`src/rtl/hbr_pkg.sv`:
```
// Package: shared operation encoding and function-set decode constants
// for the host register interface. Assumes an 8-bit instruction format.
package hbr_pkg;

    // Operation selected by {register select, read/write}
    typedef enum logic [1:0] {
        OP_IWR  = 2'b00,
        OP_STAT = 2'b01,
        OP_DWR  = 2'b10,
        OP_DRD  = 2'b11
    } hbr_op_e;

    // Function-set instruction is tagged by its top three bits
    localparam int          FN_TAG_W = 3;
    localparam logic [2:0]  FN_TAG   = 3'b001;

endpackage

```
`src/rtl/hbr_sync.sv`:
```
// Module: two-flop synchroniser bank, one chain per bit.
// Assumes inputs are level signals that stay stable far longer than a
// clock period; no glitch filtering is done.
module hbr_sync #(
    parameter int W = 1
) (
    input  logic         clk,
    input  logic         rst_n,
    input  logic [W-1:0] async_in,
    output logic [W-1:0] sync_out
);

    genvar gi;
    generate
        for (gi = 0; gi < W; gi++) begin : g_bit
            logic s1_q;
            logic s2_q;
            // Two-stage capture of one asynchronous bit
            always_ff @(posedge clk) begin
                if (!rst_n) begin
                    s1_q <= 1'b0;
                    s2_q <= 1'b0;
                end else begin
                    s1_q <= async_in[gi];
                    s2_q <= s1_q;
                end
            end
            assign sync_out[gi] = s2_q;
        end
    endgenerate

endmodule

```
`src/rtl/hbr_nibble.sv`:
```
// Module: byte assembly for the 8-bit or 4-bit bus.
// In wide mode every access completes a byte. In narrow mode the first
// access stores the high nibble from the upper lines and the second
// completes the byte. Assumes acc_fall is a single-cycle pulse.
module hbr_nibble #(
    parameter int DW = 8
) (
    input  logic          clk,
    input  logic          rst_n,
    input  logic          acc_fall,
    input  logic          wide,
    input  logic          dl_chg,
    input  logic [DW-1:0] din,
    output logic          phase,
    output logic          byte_done,
    output logic [DW-1:0] byte_val
);

    localparam int NW = DW / 2;

    logic [NW-1:0] hi_q;

    // Nibble phase toggle and high-nibble hold register
    always_ff @(posedge clk) begin
        if (!rst_n) begin
            phase <= 1'b0;
            hi_q  <= '0;
        end else if (dl_chg) begin
            phase <= 1'b0;
        end else if (acc_fall && !wide) begin
            phase <= ~phase;
            if (!phase) begin
                hi_q <= din[DW-1:NW];
            end
        end
    end

    // Byte completion and assembled value
    always_comb begin
        byte_done = acc_fall & (wide | phase);
        byte_val  = wide ? din : {hi_q, din[DW-1:NW]};
    end

endmodule

```
`src/rtl/hbr_regs.sv`:
```
// Module: instruction register, data register, data-length bit and the
// one-cycle request pulses. Acts once per completed byte. A RAM refill of
// the data register yields to a host data write in the same cycle.
module hbr_regs
    import hbr_pkg::*;
#(
    parameter int DW     = 8,
    parameter int DL_POS = 4
) (
    input  logic          clk,
    input  logic          rst_n,
    input  logic          byte_done,
    input  hbr_op_e       op,
    input  logic [DW-1:0] byte_val,
    input  logic          busy,
    input  logic          ram_rvalid,
    input  logic [DW-1:0] ram_rdata,
    output logic [DW-1:0] ir_q,
    output logic [DW-1:0] dr_q,
    output logic          dl_q,
    output logic          dl_chg,
    output logic          stb_q,
    output logic          wr_q,
    output logic          rd_q,
    output logic          err_q
);

    logic accept_ir;
    logic is_fnset;

    // Decode of an accepted instruction and a data-length change
    always_comb begin
        accept_ir = byte_done && (op == OP_IWR) && !busy;
        is_fnset  = (byte_val[DW-1 -: FN_TAG_W] == FN_TAG);
        dl_chg    = accept_ir && is_fnset && (byte_val[DL_POS] != dl_q);
    end

    // Instruction register and data-length bit
    always_ff @(posedge clk) begin
        if (!rst_n) begin
            ir_q <= '0;
            dl_q <= 1'b1;
        end else if (accept_ir) begin
            ir_q <= byte_val;
            if (is_fnset) begin
                dl_q <= byte_val[DL_POS];
            end
        end
    end

    // Data register: host write first, then RAM refill
    always_ff @(posedge clk) begin
        if (!rst_n) begin
            dr_q <= '0;
        end else if (byte_done && op == OP_DWR) begin
            dr_q <= byte_val;
        end else if (ram_rvalid) begin
            dr_q <= ram_rdata;
        end
    end

    // One-cycle request and error pulses
    always_ff @(posedge clk) begin
        if (!rst_n) begin
            stb_q <= 1'b0;
            wr_q  <= 1'b0;
            rd_q  <= 1'b0;
            err_q <= 1'b0;
        end else begin
            stb_q <= accept_ir;
            wr_q  <= byte_done && (op == OP_DWR);
            rd_q  <= byte_done && (op == OP_DRD);
            err_q <= byte_done && (op == OP_IWR) && busy;
        end
    end

endmodule

```
`src/rtl/hostbus_regif.sv`:
```
// Module: host register interface top. Synchronises the host bus,
// detects the enable falling edge, assembles bytes and drives the read
// bus. Assumes select and read/write are held stable while enable is
// high and for a few clocks after it falls.
module hostbus_regif
    import hbr_pkg::*;
#(
    parameter int AW     = 7,
    parameter int DL_POS = 4
) (
    input  logic          clk,
    input  logic          rst_n,
    input  logic          bus_rs,
    input  logic          bus_rw,
    input  logic          bus_en,
    input  logic [AW:0]   bus_din,
    output logic [AW:0]   bus_dout,
    output logic          bus_oe,
    input  logic          busy_in,
    input  logic [AW-1:0] addr_ctr_in,
    input  logic [AW:0]   ram_rdata,
    input  logic          ram_rvalid,
    output logic [AW:0]   instr_code,
    output logic          instr_stb,
    output logic [AW:0]   wr_data,
    output logic          wr_req,
    output logic          rd_req,
    output logic          err_pulse
);

    localparam int DW = AW + 1;
    localparam int NW = DW / 2;
    localparam int SW = DW + 3;

    logic [SW-1:0] sync_q;
    logic          rs_s, rw_s, en_s, en_d;
    logic [DW-1:0] din_s;
    logic          acc_fall;
    hbr_op_e       op;
    logic          phase, byte_done, dl_q, dl_chg;
    logic [DW-1:0] byte_val, dr_q;
    logic [DW-1:0] rd_byte;

    hbr_sync #(.W(SW)) u_sync (
        .clk      (clk),
        .rst_n    (rst_n),
        .async_in ({bus_rs, bus_rw, bus_en, bus_din}),
        .sync_out (sync_q)
    );

    assign {rs_s, rw_s, en_s, din_s} = sync_q;

    // Delayed enable for falling-edge detection
    always_ff @(posedge clk) begin
        if (!rst_n) begin
            en_d <= 1'b0;
        end else begin
            en_d <= en_s;
        end
    end

    // Access edge and operation decode
    always_comb begin
        acc_fall = en_d & ~en_s;
        op       = hbr_op_e'({rs_s, rw_s});
    end

    hbr_nibble #(.DW(DW)) u_nib (
        .clk       (clk),
        .rst_n     (rst_n),
        .acc_fall  (acc_fall),
        .wide      (dl_q),
        .dl_chg    (dl_chg),
        .din       (din_s),
        .phase     (phase),
        .byte_done (byte_done),
        .byte_val  (byte_val)
    );

    hbr_regs #(.DW(DW), .DL_POS(DL_POS)) u_regs (
        .clk        (clk),
        .rst_n      (rst_n),
        .byte_done  (byte_done),
        .op         (op),
        .byte_val   (byte_val),
        .busy       (busy_in),
        .ram_rvalid (ram_rvalid),
        .ram_rdata  (ram_rdata),
        .ir_q       (instr_code),
        .dr_q       (dr_q),
        .dl_q       (dl_q),
        .dl_chg     (dl_chg),
        .stb_q      (instr_stb),
        .wr_q       (wr_req),
        .rd_q       (rd_req),
        .err_q      (err_pulse)
    );

    assign wr_data = dr_q;

    // Read bus: status or data register, full byte or current nibble
    always_comb begin
        rd_byte = rs_s ? dr_q : {busy_in, addr_ctr_in};
        bus_oe  = rw_s & en_s;
        if (!bus_oe) begin
            bus_dout = '0;
        end else if (dl_q) begin
            bus_dout = rd_byte;
        end else if (!phase) begin
            bus_dout = {rd_byte[DW-1:NW], {NW{1'b0}}};
        end else begin
            bus_dout = {rd_byte[NW-1:0], {NW{1'b0}}};
        end
    end

endmodule

```
`config.mk`:
```
export PLATFORM = sky130hd
export DESIGN_NAME = hostbus_regif
export DESIGN_NICKNAME = d
export VERILOG_FILES = /design/src/rtl/hbr_pkg.sv /design/src/rtl/hbr_sync.sv /design/src/rtl/hbr_nibble.sv /design/src/rtl/hbr_regs.sv /design/src/rtl/hostbus_regif.sv
export SDC_FILE = /design/constraint.sdc
export NUM_CORES = 1
export LEC_CHECK = 0
export ABC_CLOCK_PERIOD_IN_PS = 4500
export CORE_UTILIZATION = 53
export CTS_BUF_LIST = sky130_fd_sc_hd__clkbuf_4
export DETAILED_ROUTE_END_ITERATION = 8
export PLACE_DENSITY = 0.91
export SYNTH_ARGS = -nofsm -noshare
export SYNTH_HDL_FRONTEND = slang
export SYNTH_SLANG_ARGS = --single-unit
```
`constraint.sdc`:
```
create_clock -name clk -period 4.5 [get_ports clk]
set_input_delay 0.45 -clock clk [delete_from_list [all_inputs] [get_ports clk]]
set_output_delay 0.45 -clock clk [all_outputs]
set_load 0.005 [all_outputs]
```
==> flow_metrics.tcl <==
set metrics [dict create \
    status "finished, final reports clean" \
    drv_cap 0 \
    grt_pass1_vias 1569 \
    ios 59 \
    crit_type "reg -> out" \
    grt_use_total 0.222 \
    setup_tns_ns 0 \
    antenna_cells 0 \
    root_buffer "clkbuf_4" \
    rows 22 \
    yosysWarningCount 0 \
    port_buffers 58 \
    synth_cell_types 37 \
    finalMaxSlewViolations 0 \
    rsz0062_at_grt "false" \
    clock_skew_ns 0.0177 \
    highest_layer "met4" \
    die-height_um 65.1 \
    placed_area_um2 2660 \
    cts-buffers-inserted 5 \
    p_leak_nw 0.965 \
    hold_ws_ns 0.430 \
    post_cts_resized 0 \
    syn_inst 197 \
    synth_seq_cells 49 \
    wl_met2_mm 2.11 \
    core_um2 3740 \
    drt_first_pass_iters 4 \
    layout-area-overhead-vs-synth_pct 28.0 \
    stdcell_count 295 \
    dpl.hpwl_mm 3.08 \
    clk_pin_slew_worst_paths_ns 0.13 \
    htree_levels 2 \
    wl_met1_mm 1.78 \
    wire_per_inst_um 14.4 \
    final_area_um2 2710 \
    ir_drop_v 0.000193 \
    tritoncts "yes" \
    netlist_area_um2 2110 \
    post_cts_buffers 0 \
    hp-class "reg -> reg" \
    hold_violations 0 \
    crit_fanout 20 \
    start_util 0.565 \
    wl_mm 4.24 \
    cts.sinks 49 \
    drt-initial-drc-count 30 \
    post-route-period-util 0.676 \
    grt_pass1_wl_mm 7.06 \
    startpoint_type "flop" \
    worst_skew_pair.late_latency_ns 0.36 \
    grt_antenna_before_repair 0 \
    gp_congestion 0.871 \
    ant_nets 0 \
    place_inst 288 \
    tightest_slew_ns 0.830 \
    critical_path_required_ns 4.05 \
    worst_ep_arrival_time_ns 2.59 \
    num_vias 1638 \
    setup_viol 0 \
    synth_fp_nets 227 \
    drcViolationCount 0 \
    relSlewSlack 0.446 \
    fmax_mhz 329 \
    nets 277 \
    min_period_ns 3.04 \
    pwr_density_cell_nw_per_um2 269 \
    dieArea_um2 4240 \
    drive_gt1_frac 0.113 \
    die_w_um 65.1 \
    grt_overflow 0 \
    viasPerCell 5.55 \
    end_kind "output pin" \
    syn_area_per_cell_um2 10.7 \
    clockBufferDepth 2 \
    dr_wl_met3_um 311 \
    holdBufCountCts 0 \
    synth-seq-area-share 0.464 \
    grt_max_degree 29 \
]
==> sequential cells by signal, summed over array words and instances, names as in the netlist <==
register and cells:
u_sync.g_bit.s1_q 11, u_sync.g_bit.s2_q 11, u_regs.dr_q 8, u_regs.ir_q 8, u_nib.hi_q 4, en_d 1
u_nib.phase 1, u_regs.dl_q 1, u_regs.err_q 1, u_regs.rd_q 1, u_regs.stb_q 1, u_regs.wr_q 1
==> per-layer routing <==
metal  vias to the layer above  track usage
met4                         0        0.101
met2                        69        0.389
met3                         5       0.0608
met5                         -            0
met1                       760        0.251
li1                        804            -
==> cell type report <==
class / instances / area (um^2)
Clock buffer: 6 / 45.0
Sequential cell: 49 / 981
Clock inverter: 1 / 3.75
Fill cell: 274 / 1040
Tap cell: 48 / 60.1
Inverter: 2 / 7.51
Timing Repair Buffer: 58 / 581
Multi-Input combinational cell: 131 / 1030
==> cells in the final DEF, fill, tap and decap left out, types with 2 or more instances in the layout <==
cell type,Yosys,final
nor4b_4,2,2
and2_1,26,26
inv_1,2,2
nor2_1,11,11
mux4_2,4,4
mux2_2,8,8
nor3_1,25,25
dfxtp_1,49,49
mux2i_1,16,16
a211oi_1,8,8
a21oi_1,8,8
clkbuf_4,0,6
clkdlybuf4s50_1,0,58
nand2_1,2,2
==> Yosys cell counts <==
cell | n | share of area
a211oi_1 | 8 | 0.028
a21oi_1 | 8 | 0.019
a31oi_1 | 1 | 0.0030
and2_0 | 1 | 0.0030
and2_1 | 26 | 0.077
and2_2 | 1 | 0.0036
and2b_4 | 1 | 0.0047
buf_1 | 1 | 0.0018
buf_2 | 3 | 0.0071
buf_6 | 5 | 0.027
clkbuf_1 | 6 | 0.011
dfxtp_1 | 49 | 0.46
inv_1 | 2 | 0.0036
mux2_2 | 8 | 0.043
mux2i_1 | 16 | 0.076
mux4_2 | 4 | 0.043
nand2_1 | 2 | 0.0036
nand2_2 | 1 | 0.0030
nand2b_1 | 1 | 0.0030
nand3b_2 | 1 | 0.0053
nand4b_1 | 1 | 0.0041
nand4bb_1 | 1 | 0.0053
nor2_1 | 11 | 0.020
nor3_1 | 25 | 0.059
nor3b_1 | 1 | 0.0036
nor4_4 | 1 | 0.010
nor4b_4 | 2 | 0.023
nor4bb_1 | 1 | 0.0047
o211ai_1 | 1 | 0.0036
o21ai_0 | 1 | 0.0024
o21ai_1 | 1 | 0.0024
o21ba_2 | 1 | 0.0047
o21bai_4 | 1 | 0.0089
o311a_1 | 1 | 0.0047
o41a_1 | 1 | 0.0053
or4b_4 | 1 | 0.0065
xor2_1 | 1 | 0.0041
==> report_power, final <==
group          internal [mW]  switching (mW)  leakage, nW
sequential             0.449          0.0113        0.402
combinational         0.0537          0.0292        0.534
clock                 0.0629           0.120       0.0292
total                  0.566           0.161        0.965
==> worst max-delay path, stage by stage, from the launching register on <==
cell             delay, ns
dfxtp_1               0.89
and2b_4               0.31
mux4_2                0.42
and2_1                0.17
clkdlybuf4s50_1       0.44
==> logic make-up after synthesis <==
logic type      count (synthesis)  share of synthesized area
simple gates                   78                      0.239
flops                          49                      0.464
mux                            28                      0.161
compound gates                 24                     0.0823
buf+inv                        17                     0.0497
xor+xnor                        1                    0.00415
==> metrics by stage <==
step / util / power [mW] / setup slack, ns
after floorplan: - / 0.508 / 2.72
after global placement: 0.710 / 0.550 / 1.94
after detailed placement: 0.710 / 0.553 / 1.87
after CTS: 0.723 / 0.732 / 1.45
after global routing: 0.723 / 0.759 / 1.33
final: 0.723 / 0.726 / 1.46
==> final timing paths <==
| path | from | endpoint | slack, ns | cells after the start |
|---|---|---|---|---|
| max | u_regs.dl_q | bus_dout[6] | 1.46 | 4 |
| min | u_sync.g_bit[8].s1_q | u_sync.g_bit[8].s2_q | 0.43 | 1 |
| max reg2reg | u_regs.dl_q | u_regs.dr_q[4] | 2.55 | 3 |
| min reg2reg | u_sync.g_bit[8].s1_q | u_sync.g_bit[8].s2_q | 0.43 | 1 |
(Power assumes the default switching activity.)
